===== src/rtl/rx_pkg.sv =====
package rx_pkg;
    localparam int NUM_BITS = 8;

    typedef enum logic {
        ST_IDLE = 1'b0,
        ST_RUN  = 1'b1
    } run_flag_e;
endpackage


===== src/rtl/rx_line_sync.sv =====
module rx_line_sync #(
    parameter int STAGES = 2
) (
    input  logic clk,
    input  logic rst,
    input  logic line_i,
    output logic line_o,
    output logic fall_o
);
    typedef struct packed {
        logic [STAGES-1:0] chain;
        logic              prev;
    } sync_t;

    sync_t st_d, st_q;

    always_comb begin
        st_d       = st_q;
        st_d.chain = {st_q.chain[STAGES-2:0], line_i};
        st_d.prev  = st_q.chain[STAGES-1];
    end

    always_ff @(posedge clk) begin
        if (rst) begin
            st_q.chain <= '1;
            st_q.prev  <= 1'b1;
        end else begin
            st_q <= st_d;
        end
    end

    assign line_o = st_q.chain[STAGES-1];
    assign fall_o = st_q.prev & ~st_q.chain[STAGES-1];

    a_r2_fall_needs_prior_high: assert property (@(posedge clk) disable iff (rst)
        fall_o |-> $past(line_o));
endmodule


===== src/rtl/rx_slot_timer.sv =====
module rx_slot_timer
    import rx_pkg::*;
#(
    parameter int CPB   = 16,
    parameter int NBITS = NUM_BITS
) (
    input  logic             clk,
    input  logic             rst,
    input  logic             line_i,
    input  logic             fall_i,
    output logic             busy_o,
    output logic             arm_o,
    output logic             done_o,
    output logic [NBITS-1:0] strobe_o
);
    localparam int FIRST = CPB + CPB / 2 - 1;
    localparam int SLOT  = CPB - 1;
    localparam int CW    = $clog2(FIRST + 1);
    localparam int IW    = (NBITS > 1) ? $clog2(NBITS) : 1;

    typedef struct packed {
        run_flag_e       flag;
        logic [CW-1:0]   down;
        logic [IW-1:0]   idx;
        logic            rearm;
        logic            done;
    } tstate_t;

    tstate_t st_d, st_q;
    logic    fire;
    logic    last_slot;

    assign fire      = (st_q.flag == ST_RUN) && (st_q.down == '0);
    assign last_slot = (st_q.idx == IW'(NBITS - 1));

    for (genvar g = 0; g < NBITS; g++) begin : g_strobe
        assign strobe_o[g] = fire && (st_q.idx == IW'(g));
    end

    always_comb begin
        st_d      = st_q;
        st_d.done = 1'b0;
        arm_o     = 1'b0;
        if (st_q.flag == ST_IDLE) begin
            if (line_i) begin
                st_d.rearm = 1'b1;
            end
            if (fall_i && st_q.rearm) begin
                st_d.flag = ST_RUN;
                st_d.down = CW'(FIRST);
                st_d.idx  = '0;
                arm_o     = 1'b1;
            end
        end else if (fire) begin
            if (last_slot) begin
                st_d.flag  = ST_IDLE;
                st_d.done  = 1'b1;
                st_d.rearm = 1'b0;
            end else begin
                st_d.idx  = st_q.idx + 1'b1;
                st_d.down = CW'(SLOT);
            end
        end else begin
            st_d.down = st_q.down - 1'b1;
        end
    end

    always_ff @(posedge clk) begin
        if (rst) begin
            st_q.flag  <= ST_IDLE;
            st_q.down  <= '0;
            st_q.idx   <= '0;
            st_q.rearm <= 1'b0;
            st_q.done  <= 1'b0;
        end else begin
            st_q <= st_d;
        end
    end

    assign busy_o = (st_q.flag == ST_RUN);
    assign done_o = st_q.done;

    a_r3_strobe_onehot: assert property (@(posedge clk) disable iff (rst)
        $onehot0(strobe_o));
    a_r3_strobe_in_run: assert property (@(posedge clk) disable iff (rst)
        (|strobe_o) |-> busy_o);
    a_r3_last_strobe_ends: assert property (@(posedge clk) disable iff (rst)
        strobe_o[NBITS-1] |=> (done_o && !busy_o));
    a_r7_no_arm_in_run: assert property (@(posedge clk) disable iff (rst)
        arm_o |-> !busy_o);
    a_r2_arm_sets_busy: assert property (@(posedge clk) disable iff (rst)
        arm_o |=> busy_o);
    a_r10_done_single: assert property (@(posedge clk) disable iff (rst)
        done_o |=> !done_o);
    a_r10_done_idle: assert property (@(posedge clk) disable iff (rst)
        done_o |-> !busy_o);
endmodule


===== src/rtl/rx_bit_latches.sv =====
module rx_bit_latches #(
    parameter int NBITS = 8
) (
    input  logic             clk,
    input  logic             rst,
    input  logic             line_i,
    input  logic             reopen_i,
    input  logic [NBITS-1:0] strobe_i,
    output logic [NBITS-1:0] data_o
);
    for (genvar g = 0; g < NBITS; g++) begin : g_bit
        typedef struct packed {
            logic open;
            logic val;
        } bit_t;

        bit_t b_d, b_q;

        always_comb begin
            b_d     = b_q;
            b_d.val = b_q.open ? line_i : b_q.val;
            if (reopen_i) begin
                b_d.open = 1'b1;
            end else if (strobe_i[g]) begin
                b_d.open = 1'b0;
            end
        end

        always_ff @(posedge clk) begin
            if (rst) begin
                b_q.open <= 1'b1;
                b_q.val  <= 1'b0;
            end else begin
                b_q <= b_d;
            end
        end

        assign data_o[g] = b_q.val;

        a_r6_closed_holds: assert property (@(posedge clk) disable iff (rst)
            (!b_q.open && !reopen_i) |=> $stable(data_o[g]));
        a_r5_open_follows: assert property (@(posedge clk) disable iff (rst)
            b_q.open |=> (data_o[g] == $past(line_i)));
    end
endmodule


===== src/rtl/ser_latch_rx.sv =====
module ser_latch_rx
    import rx_pkg::*;
#(
    parameter int CPB         = 16,
    parameter int SYNC_STAGES = 2
) (
    input  logic                clk,
    input  logic                rst,
    input  logic                rx_line,
    output logic [NUM_BITS-1:0] rx_data,
    output logic                rx_busy,
    output logic                rx_done
);
    logic                line_s;
    logic                fall_s;
    logic                arm;
    logic [NUM_BITS-1:0] strobe;

    rx_line_sync #(.STAGES(SYNC_STAGES)) sync_i (
        .clk    (clk),
        .rst    (rst),
        .line_i (rx_line),
        .line_o (line_s),
        .fall_o (fall_s)
    );

    rx_slot_timer #(.CPB(CPB), .NBITS(NUM_BITS)) timer_i (
        .clk      (clk),
        .rst      (rst),
        .line_i   (line_s),
        .fall_i   (fall_s),
        .busy_o   (rx_busy),
        .arm_o    (arm),
        .done_o   (rx_done),
        .strobe_o (strobe)
    );

    rx_bit_latches #(.NBITS(NUM_BITS)) latch_i (
        .clk      (clk),
        .rst      (rst),
        .line_i   (line_s),
        .reopen_i (arm),
        .strobe_i (strobe),
        .data_o   (rx_data)
    );

    a_r8_arm_on_fall: assert property (@(posedge clk) disable iff (rst)
        arm |-> fall_s);
    a_r4_done_after_last: assert property (@(posedge clk) disable iff (rst)
        $rose(rx_done) |-> $past(strobe[NUM_BITS-1]));
endmodule


===== config.mk =====
export PLATFORM = sky130hd
export DESIGN_NAME = ser_latch_rx
export DESIGN_NICKNAME = d
export VERILOG_FILES = /design/src/rtl/rx_pkg.sv /design/src/rtl/rx_line_sync.sv /design/src/rtl/rx_slot_timer.sv /design/src/rtl/rx_bit_latches.sv /design/src/rtl/ser_latch_rx.sv
export SDC_FILE = /design/constraint.sdc
export NUM_CORES = 1
export LEC_CHECK = 0
export BUFFER_PORTS_ARGS = -buffer_cell sky130_fd_sc_hd__buf_2
export CAP_MARGIN = 20
export CELL_PAD_IN_SITES_DETAIL_PLACEMENT = 1
export CELL_PAD_IN_SITES_GLOBAL_PLACEMENT = 1
export CORE_MARGIN = 2
export CORE_UTILIZATION = 40
export DETAILED_ROUTE_END_ITERATION = 8
export PLACE_DENSITY_LB_ADDON = 0.15
export SETUP_SLACK_MARGIN = 0.4
export SYNTH_ARGS = -nofsm -noshare
export SYNTH_HDL_FRONTEND = slang
export SYNTH_SLANG_ARGS = --single-unit

===== constraint.sdc =====
create_clock -name clk -period 2 [get_ports clk]
set_clock_uncertainty 0.1 [all_clocks]
set_input_delay 0.2 -clock clk [delete_from_list [all_inputs] [get_ports clk]]
set_output_delay 0.2 -clock clk [all_outputs]
set_load 0.005 [all_outputs]

* After elaboration in Yosys (flattened, before gate mapping)
Index checks and enable logic that the tools add are counted.
** Word-level totals
- Register bits :: 30
- Input bits :: 3
- Logic and storage cells :: 70
** Operators by class
- $add $sub $neg :: 2
- Eq/ne operators :: 11
- Multiplexer cells :: 11
- Bitwise gates (word level) :: 4
- Reduce and logical (&&, ||, !) cells :: 19
** Operators by type and width (count)
- $eq 3x3->1 const B :: 4
- $logic_and 1x1->1 :: 10
- $mux 10 :: 1
- $mux 5 :: 2
- $mux 9 :: 1
- $mux 8 :: 1
- $eq 3x2->1 const B :: 2
- $ne 2x2->1 const B :: 3
- $reduce_and 3->1 :: 2
- $logic_not 5->1 :: 1
- $mux 1 :: 5
- $sub 5x1->5 const B :: 1
- $reduce_bool 2->1 :: 2
- $add 3x1->3 const B :: 1
- $eq 3x1->1 const B :: 1
- $logic_not 3->1 :: 1
- $ne 3x3->1 const B :: 1
- $not 1->1 :: 3
- $reduce_or 3->1 :: 1
- $mux 2 :: 1
- $reduce_and 2->1 :: 1
- $reduce_or 2->1 :: 1
- $and 1x1->1 :: 1

* Longest topological paths before layout
Gate-level depths: netlist of the first run.
- Word-level depth :: 6
- Gate-level depth with buffers :: 6

* By module
Synthesis of the first run repeated with hierarchy kept, for this count alone.
** Unflattened totals
- Cell total of the unflattened synthesis :: 140
- Area total of the unflattened synthesis :: 1381.3 um2
** By module, submodules not included
- rx_slot_timer :: instances 1, cells an instance 74, area an instance 699.4 um2, seq. area each 220.2 um2
- rx_bit_latches :: instances 1, cells an instance 59, area an instance 596.8 um2, seq. area each 320.3 um2
- rx_line_sync :: instances 1, cells an instance 7, area an instance 85.1 um2, seq. area each 60.1 um2

* Worst setup path before layout of the first run
OpenSTA, ideal clock, no wires.
- Path type :: register to register
- Start :: register timer_i.st_q[2] (netlist name)
- End :: register timer_i.st_q[4] (netlist name)
- Setup time :: 0.128 ns
- Arrival :: 1.277 ns
- Required time :: 1.772 ns
- Slack :: 0.495 ns
- Stages on the path, launching flop included :: 7
- Path buffers :: 0
- Cells stage by stage :: dfxtp_1 -> ha_1 -> ha_1 -> nand2b_1 -> o2bb2ai_1 -> a22oi_1 -> nor2_1
** Between the ends
- Elaborated cells between the ends (all ways) :: 7
** RTL lines
- from (decl) :: RTL line rx_slot_timer.sv:29 : tstate_t st_d, st_q;
- from (signal assigned) :: RTL line rx_slot_timer.sv:76 : st_q <= st_d;
- $eq 3x3->1 :: RTL line rx_slot_timer.sv:34 : assign last_slot = (st_q.idx == IW'(NBITS - 1));
- named net timer_i.last_slot :: RTL line rx_slot_timer.sv:31 : logic last_slot;
- $ne 2x2->1 (no line)
- $reduce_and 3->1 (no line)
The timed path passes the listed nets, and every way through them passes these cells. The select of a mux whose other input is x is not followed.
A chain may end at the register's enable or synchronous reset.

* Final worst setup path of the first run
- Start :: register timer_i.st_q[6] (netlist name)
- End :: register timer_i.st_q[7] (netlist name)
** Between the ends
- Word-level cells in the longest chain between the ends :: 4
- Elaborated cells between the ends (all ways) :: 7
** Ends and longest elaborated chain
- branches (longest 4 deep; another with $sub 5x1->5)
Several ways; the timed one is not identified.

==> summary.md, run 1 <==
| Metric | Value |
|---|---|
| Status | `finished clean` |
| Critical path peak fanout | `3` |
| Layout area overhead | `16.1%` |
| Syn Std Cell Area | `1320 µm²` |
| Total CTS buffers | `5` |
| Total die area | `3770 µm²` |
| DRC viols | `0` |
| Clock sink total | `30` |
| CP required | `2140 ps` |
| Reg-to-reg slack, setup | `420 ps` |
| Highest clock rate | `0.633 GHz` |
| Grt ovf | `0` |
| Final period utilization | `79.0%` |
| Area after DPL | `1350 µm²` |
| Combinational family with the most area after synthesis | `simple AND/OR/NAND/NOR gates` |
| Syn Nets | `141` |
| CTS tree | `built` |
| Cell Rows | `20` |
| Root buffer cell | `clkbuf_4` |
| Die Ht | `61.4 µm` |
| Layout cells sized above 1 | `32.4%` |
| YS warnings | `0` |
| Crit Path Class | `reg -> reg` |
| Initial Util | `42.5%` |
| Synth Area in XOR/XNOR | `0%` |
| Unrepaired setup endpoints after global routing | `yes` |
| Ant diodes | `0` |
| Setup crit end kind | `flop` |
| Global-route wire length before repair | `4.55 mm` |
| Final nets | `155` |
| Initial drt markers | `34` |
| Hpwl dp | `1.80 mm` |
| Compound-Gate Fraction of Synth Area | `13.4%` |
| Most frequent cells in the layout | `dfxtp_1, nor2_1, buf_2, mux2i_1, a21o_1` |
| Slowest stage delay, CP | `350 ps` |
| Post-synth top flop | `dfxtp_1` |
| Most common cell after layout, fill and taps aside | `dfxtp_1` |
| DR WL/cell | `14.8 µm` |
| Post-DR vias/cell | `5.14` |
| Most used cell, CP | `buf_4` |
| Worst-Margin Slew | `438 ps` |
| I/O Buffers | `12` |
| Hold Fails Final Rpt | `0` |
| Die X-Extent | `61.4 µm` |
| H-tree levels | `2` |
| Relative slew slack | `70.8%` |
| Seq cells post-synth | `30` |
| Largest net degree at the start of global routing | `24` |
| Worst-path cell chain | `inv_2 -> ha_4 -> nor4b_4 -> buf_4 -> buf_4 -> o31a_1 -> o21a_1` |
| GP Congestion | `0.791` |
| Worst Hold Class | `in -> reg` |
| Total Power | `0.00133 W` |
| All-Layer GR Usage | `17.1%` |
| Synthesized instance count | `130` |
| Core area | `3100 µm²` |
| Clk buf depth | `2` |
| Simple-Gate Fraction of Synth Area | `17.3%` |
| Pwr Density | `869 nW/µm²` |
| Slew Limit Fails | `0` |
| Startpoint Class | `flop` |
| Synth Area in Adders | `7.59%` |
| Slowest stage cell, crit path | `dfxtp_2` |
| Max-Cap Viols | `0` |
| Ports | `13` |
| Clk_lat worst skew | `340 ps` |
| Pre-antenna DRT Iters | `5` |
| Unique masters post-synth | `30` |
| Critical Path AT | `1720 ps` |
| Tmin final | `1580 ps` |
| Design area | `1530 µm²` |
| Async set-or-reset flop fraction in the synthesized netlist | `0%` |
| Setup TNS | `0 ps` |
| Peak supply drop | `0.356 mV` |
| EDFF count, synth | `0` |
| Vias | `972` |
| Clock-pin slew of the registers on the worst-case setup and hold paths | `100 ps` |
| Sequential area share after synthesis | `45.5%` |
| ANT nets after route | `0` |
| Antenna violations before repair | `0` |
| Number of global-route vias before repair | `1026` |
| WL final | `2.79 mm` |
| Synthesized area per cell | `10.1 µm²` |
| Final-report setup violation count | `0` |
| Leak | `0.676 nW` |
| Mux share of post-synthesis cell area | `7.59%` |
| Final hold slack | `183 ps` |
[repair_timing]
action	CTS	global route
resized for setup	10	6
setup endpoints to repair	16	14
hold buffers	1	0
endpoints found under the hold margin	1	0
pin swaps	4	2
buffers inserted	5	1
[flip-flops by register name (all words and copies together), names as in the netlist]
name               cells
sync_i.st_q            1
sync_i.st_d            1
timer_i.st_q           9
latch_i.g_bit.b_q      8
timer_i.done_o         1
sync_i.line_o          1
timer_i.busy_o         1
latch_i.data_o         8
[logic make-up after synthesis]
family	after synthesis
simple gates	38
flops	30
compound gates	24
buf+inv	20
mux	10
fa+ha+maj	8
[routing by layer]
metal  wire, µm  share of wire [%]  vias to the layer above  global-route usage (%)
met2       1300                 47                       16                    27.8
met5          0                  0                        -                       0
li1           -                  -                      466                       -
met4         67                2.4                        0                    10.9
met1       1350                 48                      482                    20.5
met3         74                2.7                        8                    3.78
[synth_stat cells, drive strengths merged, types with 2 or more instances]
cell type,n,area share (%)
mux2i,10,7.6
buf,10,5.8
nand3,7,2.7
a22oi,2,1.1
or2,3,1.4
a21o,8,4.6
a211oi,3,1.7
nand2b,3,1.4
nand2,2,0.57
a21oi,3,1.1
inv,7,2.0
nor4,2,2.1
a31oi,2,0.95
clkbuf,3,0.85
nor4b,2,2.9
ha,8,7.6
dfxtp,30,46
o31a,2,1.3
nor2,17,4.8
[cell type report]
cell class / instances / area, µm²
Sequential cell: 30 / 606
Clock buffer: 7 / 55.1
Clock inverter: 1 / 5.00
Fill cell: 378 / 1570
Multi-Input combinational cell: 80 / 662
Tap cell: 44 / 55.1
Inverter: 7 / 26.3
Timing Repair Buffer: 20 / 123
[report_power, final]
| part | internal (W) | switching [W] |
|---|---|---|
| Combinational | 0.000139 | 0.000136 |
| Sequential | 0.000634 | 0.0000376 |
| Clock | 0.000170 | 0.000214 |
| Total | 0.000943 | 0.000387 |
[critical path: cells and delay by family (launching register included)]
kind	cells	cell delay, ps
AOI/OAI and AO/OA	2	390
and+or+nand+nor	1	140
buffers and inverters	3	340
DFF	1	350
adders and majority gates	1	160
[stage by stage]
step,setup slack [ps],instances,util [%]
global route,355,189,49.4
finish,420,189,49.4
floorplan,495,130,-
CTS,405,188,48.1
global placement,259,174,43.6
detailed placement,253,174,43.6
[path summary, 6_finish.rpt]
kind / startpoint / depth (start not counted) / endpoint
hold / removal: rst / 2 / latch_i.data_o[7]
setup / recovery: timer_i.st_q[6] / 7 / timer_i.st_q[7]
hold reg to reg: sync_i.st_d[2] / 1 / sync_i.line_o
setup reg to reg: timer_i.st_q[6] / 7 / timer_i.st_q[7]
Note: power is estimated with default switching activity, not from simulation.
==> run 2, diff against run 1 <==
==> constraint.sdc (replaced) <==
create_clock -name clk -period 1.52 [get_ports clk]
set_clock_uncertainty 0.1 [all_clocks]
set_input_delay 0.152 -clock clk [delete_from_list [all_inputs] [get_ports clk]]
set_output_delay 0.152 -clock clk [all_outputs]
set_load 0.005 [all_outputs]
==> run 2 against run 1 <==
Design area increased by 14%; largest power group unchanged; global-route usage about the same; critical endpoint is now timer_i.st_q[3]; largest cell class unchanged; register-to-register slack got worse by 410 ps; highest routed layer unchanged; sequential power increased by 31%; die area unchanged.
==> summary.md, run 2 (synthesis gave the netlist of run 1 again) <==
| Metric | Value |
|---|---|
| Worst-path cell chain | `ha_4 -> ha_4 -> nor4b_4 -> buf_4 -> a22oi_2 -> nor2_1` |
| Final period utilization | `99.0% (+20 points)` |
| Final-report setup violation count | `0 (unchanged)` |
| Ant diodes | `0 (unchanged)` |
| Total die area | `3770 µm² (unchanged)` |
| H-tree levels | `2 (unchanged)` |
| Unrepaired setup endpoints after global routing | `yes` |
| Hpwl dp | `1.94 mm (+7.8%)` |
| Critical Path AT | `1670 ps (-50 ps)` |
| Slew Limit Fails | `0 (unchanged)` |
| I/O Buffers | `12 (unchanged)` |
| CTS tree | `built` |
| Final nets | `166 (+7.1%)` |
| Slowest stage cell, crit path | `dfxtp_4` |
| Worst Hold Class | `in -> reg` |
| Global-route wire length before repair | `4.47 mm (-1.7%)` |
| Peak supply drop | `0.605 mV (+70%)` |
| DR WL/cell | `14.2 µm (-3.7%)` |
| Pre-antenna DRT Iters | `2 (-3)` |
| Initial Util | `42.5% (unchanged)` |
| Most frequent cells in the layout | `dfxtp_1, nor2_1, buf_4, buf_2, mux2i_1` |
| Startpoint Class | `flop` |
| Number of global-route vias before repair | `970 (-5.5%)` |
| Relative slew slack | `77.2% (+6.4 points)` |
| Delay-heaviest family, CP | `simple AND/OR/NAND/NOR gates` |
| Vias | `969 (-0.31%)` |
| Setup crit end kind | `flop` |
| Leak | `0.764 nW (+13%)` |
| Worst-Margin Slew | `342 ps (-96.0 ps)` |
| Flip-flop count of the largest register after layout | `9 (unchanged)` |
| ANT nets after route | `0 (unchanged)` |
| Grt ovf | `0 (unchanged)` |
| Layout area overhead | `32.5%` |
| Total Power | `0.00216 W (+62%)` |
| Initial drt markers | `19 (-44%)` |
| GP Congestion | `0.809 (+2.3%)` |
| Reg with most FFs | `timer_i.st_q` |
| CP required | `1690 ps (-450 ps)` |
| Status | `finished clean` |
| Clock-pin slew of the registers on the worst-case setup and hold paths | `100 ps (about the same)` |
| Root buffer cell | `clkbuf_4` |
| Cell Rows | `20 (unchanged)` |
| Most common cell after layout, fill and taps aside | `dfxtp_1` |
| WL final | `2.84 mm (+1.9%)` |
| DRC viols | `0 (unchanged)` |
| Ports | `13 (unchanged)` |
| Antenna violations before repair | `0 (unchanged)` |
| Total CTS buffers | `5 (unchanged)` |
| Die X-Extent | `61.4 µm (unchanged)` |
| Layout cells sized above 1 | `43.6% (+11 points)` |
| Tmin final | `1510 ps (-74.8 ps)` |
| Clk_lat worst skew | `330 ps (about the same)` |
| Core area | `3100 µm² (unchanged)` |
| Highest clock rate | `0.664 GHz (+5.0%)` |
| Hold Fails Final Rpt | `0 (unchanged)` |
| Setup TNS | `0 ps (unchanged)` |
| Pwr Density | `1240 nW/µm² (+42%)` |
| All-Layer GR Usage | `17.1% (-0.030 points)` |
| Crit Path Class | `reg -> reg` |
| Largest net degree at the start of global routing | `14 (-42%)` |
| Worst path bufs/invs | `1 (-2)` |
| Critical path peak fanout | `4 (+1)` |
| Max-Cap Viols | `0 (unchanged)` |
| Clock sink total | `30 (unchanged)` |
| Post-DR vias/cell | `4.85 (-5.8%)` |
| Die Ht | `61.4 µm (unchanged)` |
| Slowest stage delay, CP | `360 ps (about the same)` |
| Most used cell, CP | `ha_4` |
| Clk buf depth | `2 (unchanged)` |
## run 2: layer usage
layer | routed length (µm) | track usage (%) | vias up | part of all wire, %
li1 | - | - | 490 | -
met1 | 1260 | 20.1 | 463 | 44
met2 | 1460 | 27.7 | 11 | 51
met3 | 83 | 6.93 | 5 | 2.9
met4 | 41 | 7.29 | 0 | 1.4
met5 | 0 | 0 | - | 0
## run 2: area by class of cell
| cell class | count | area, µm² |
|---|---|---|
| Multi-Input combinational cell | 80 | 719 |
| Timing Repair Buffer | 31 | 219 |
| Clock inverter | 2 | 60.1 |
| Fill cell | 354 | 1360 |
| Tap cell | 44 | 55.1 |
| Clock buffer | 6 | 51.3 |
| Sequential cell | 30 | 617 |
| Inverter | 7 | 26.3 |
## run 2: power by group
part	switching (W)	leakage (nW)	internal [W]	total, W
Combinational	0.000205	0.454	0.000236	0.000442
Clock	0.000286	0.0585	0.000557	0.000843
Sequential	0.0000437	0.251	0.000832	0.000876
Total	0.000535	0.764	0.00163	0.00216
## run 2: path summary, 6_finish.rpt
| path | start | cells past startpoint | to | slack [ps] |
|---|---|---|---|---|
| max | timer_i.st_q[2] | 6 | timer_i.st_q[3] | 10 |
| min | rst | 2 | timer_i.st_q[8] | 40 |
| max reg2reg | timer_i.st_q[2] | 6 | timer_i.st_q[3] | 10 |
| min reg2reg | sync_i.st_d[2] | 1 | sync_i.line_o | 320 |
## run 2: metrics by stage
stage	instances	worst slack, ps	instance area, µm²	util (%)	hold WS (ps)
after floorplan	130	62.0	1400	-	116
after global placement	179	30.6	1480	47.5	238
after detailed placement	179	-28.1	1480	47.5	245
after CTS	193	15.9	1670	53.7	37.2
after global routing	200	-78.3	1750	56.3	39.0
final	200	14.5	1750	56.3	44.4
## run 2: timing repair
action | CTS | global route
endpoints found under the hold margin | 1 | 0
resized for setup | 9 | 7
hold buffers | 1 | 0
setup endpoints to repair | 20 | 20
pin swaps | 7 | 6
buffers inserted | 5 | 7
==> run 3, diff against run 2 <==
--- a/config.mk
+++ b/config.mk
@@ -9,7 +9,7 @@
 export CAP_MARGIN = 20
 export CELL_PAD_IN_SITES_DETAIL_PLACEMENT = 1
 export CELL_PAD_IN_SITES_GLOBAL_PLACEMENT = 1
-export CORE_MARGIN = 2
+export CORE_MARGIN = 5
 export CORE_UTILIZATION = 40
 export DETAILED_ROUTE_END_ITERATION = 8
 export PLACE_DENSITY_LB_ADDON = 0.15
==> run 3 against run 2 <==
The flow now finishes with violations (setup timing); sequential share of layout area shrank 1.5 points; sequential power grew 0.6%; critical endpoint is now timer_i.st_q[7]; register-to-register slack lost 30 ps; first-iteration DRC count grew to 3.2 times the previous value; design area grew 3.9%; critical path depth grew 1; count of clock-buffer cells in the layout is the same; non-clock buffer count grew 2; via count grew 5.6%; die area grew 20%; worst setup slack lost 26 ps; worst hold slack lost 3.1 ps.
==> summary.md, run 3 (synthesis gave the netlist of run 1 again) <==
| Metric | Value |
|---|---|
| Global-route wire length before repair | `5.20 mm (+16%)` |
| Pre-antenna DRT Iters | `4 (+2)` |
| Worst Hold Depth | `2 (unchanged)` |
| Wl on met1 | `1.49 mm (+19%)` |
| Max-Cap Viols | `0 (unchanged)` |
| Layout area overhead | `37.7%` |
| Root buffer cell | `clkbuf_4` |
| All-Layer GR Usage | `15.4% (-1.7 points)` |
| Worst-Margin Slew | `308 ps (-33.6 ps)` |
| GP Congestion | `0.737 (-9.0%)` |
| Design area | `1820 µm² (+3.9%)` |
| Final-report setup violation count | `3 (+3)` |
| Hpwl dp | `2.05 mm (+5.6%)` |
| Total die area | `4550 µm² (+20%)` |
| Total Power | `0.00204 W (-5.7%)` |
| Grt ovf | `0 (unchanged)` |
| H-tree levels | `2 (unchanged)` |
| Layout cells sized above 1 | `51.6% (+8.0 points)` |
| Total CTS buffers | `5 (unchanged)` |
| Relative slew slack | `79.3% (+2.1 points)` |
| Most common cell after layout, fill and taps aside | `dfxtp_1` |
| Launching point of the worst reg2reg path | `timer_i.st_q[6]` |
| Clk buf depth | `2 (unchanged)` |
| Highest clock rate | `0.653 GHz (-1.7%)` |
| Post-DR vias/cell | `5.09 (+5.0%)` |
| Tmin final | `1530 ps (+26.4 ps)` |
| Clk_lat worst skew | `330 ps (about the same)` |
| ANT nets after route | `0 (unchanged)` |
| Hold path startpoint | `rst` |
| Critical Path AT | `1660 ps (about the same)` |
| Crit Path Class | `reg -> reg` |
| Top sig layer | `met4` |
| Core area | `3100 µm² (unchanged)` |
| Final hold slack | `41.3 ps (-3.10 ps)` |
| Cell Count, Final, Fillers Out | `201 (+0.50%)` |
| Leak | `0.786 nW (+2.9%)` |
| Status | `finished with violations` |
| CTS tree | `built` |
| Hold worst-path end | `timer_i.st_q[8]` |
| Worst Hold Class | `in -> reg` |
| Most frequent cells in the layout | `dfxtp_1, nor2_1, buf_4, buf_2, mux2i_1` |
| Flip-flop count of the largest register after layout | `9 (unchanged)` |
| Failing checks | `setup timing` |
| Setup crit end kind | `flop` |
| Area after DPL | `1480 µm² (+0.51%)` |
| Pwr Density | `1120 nW/µm² (-9.2%)` |
| R2r endpoint | `timer_i.st_q[7]` |
| Hold Fails Final Rpt | `0 (unchanged)` |
| DRC viols | `0 (unchanged)` |
| Cells after DPL | `180 (+0.56%)` |
| Initial drt markers | `60 (+41)` |
| CP required | `1650 ps (-40 ps)` |
| Die Ht | `67.4 µm (+9.8%)` |
| Cell Rows | `20 (unchanged)` |
| Die X-Extent | `67.4 µm (+9.8%)` |
| Peak supply drop | `0.714 mV (+18%)` |
| Reg-to-reg slack, setup | `-10 ps (-30 ps)` |
| Met2 Wirelength | `1.61 mm (+9.9%)` |
| Unrepaired setup endpoints after global routing | `yes` |
| DR WL/cell | `16.1 µm (+13%)` |
| Reg2Reg Depth | `7 (+1)` |
| Worst Setup Slack, final | `-11.9 ps (-26.4 ps)` |
| Final period utilization | `101% (+1.7 points)` |
| Clock sink total | `30 (unchanged)` |
| Startpoint Class | `flop` |
| Clock-pin slew of the registers on the worst-case setup and hold paths | `100 ps (about the same)` |
| Ports | `13 (unchanged)` |
| Ant diodes | `0 (unchanged)` |
| I/O Buffers | `12 (unchanged)` |
| Final nets | `168 (+1.2%)` |
| WL final | `3.24 mm (+14%)` |
| Reg with most FFs | `timer_i.st_q` |
| Largest net degree at the start of global routing | `14 (unchanged)` |
| Slew Limit Fails | `0 (unchanged)` |
| Vias | `1023 (+5.6%)` |
| Number of global-route vias before repair | `1062 (+9.5%)` |
| Met3 Wirelength | `88 µm (+6.0%)` |
| Antenna violations before repair | `0 (unchanged)` |
| Critical path peak fanout | `4 (unchanged)` |
| Initial Util | `42.5% (unchanged)` |
run 3: how the worst max path moves through the flow:
stage / start / end / slack [ps] / cells past startpoint
after floorplan: timer_i.st_q[5] / latch_i.g_bit[7].b_q[1] / 60 / 6
after global placement: timer_i.st_q[6] / timer_i.st_q[7] / 30 / 6
after detailed placement: timer_i.st_q[6] / timer_i.st_q[7] / -50 / 6
after CTS: timer_i.st_q[6] / timer_i.st_q[5] / 20 / 7
after global routing: timer_i.st_q[5] / timer_i.st_q[7] / -100 / 7
final: timer_i.st_q[6] / timer_i.st_q[7] / -10 / 7
run 3: per-stage QoR:
| step | setup TNS (ps) | setup WS (ps) | util (%) |
|---|---|---|---|
| after floorplan | 0 | 62.0 | - |
| after global placement | 0 | 29.0 | 47.8 |
| after detailed placement | -46.5 | -45.2 | 47.8 |
| after CTS | 0 | 24.1 | 56.0 |
| after global routing | -650 | -102 | 58.5 |
| final | -16.2 | -11.9 | 58.5 |
run 3: power by group:
part | switching, W | total, W | internal [W]
logic | 0.000240 | 0.000501 | 0.000261
clock network | 0.000272 | 0.000655 | 0.000383
registers | 0.0000469 | 0.000881 | 0.000835
run 3: critical path: stages (launching register included):
cell and delay, ps:
dfxtp_2 340, inv_2 80, ha_4 160, nor4b_4 220, buf_6 170, o211ai_4 90, o31a_1 120, o21a_1 160
run 3: final cells by class:
| type | instances | area (µm²) |
|---|---|---|
| repair buffers | 33 | 256 |
| inverters | 7 | 26.3 |
| clock buffers | 6 | 51.3 |
| well taps | 44 | 55.1 |
| multi-input cells | 80 | 783 |
| flip-flops and latches | 30 | 613 |
| fillers | 352 | 1290 |
| clock inverters | 1 | 30.0 |
run 3: timing repair:
action,in CTS,in global routing
setup buffers,8,4
pin swaps,17,9
gates resized for setup,23,13
hold buffers,1,0
cloned,1,0
hold endpoints to repair,1,0
endpoints found under the setup margin,20,20
run 3: metal layers:
layer	GRT usage, %	vias up
li1	-	494
met1	19.4	507
met2	25.2	16
met3	4.99	6
met4	4.56	0
met5	0	-
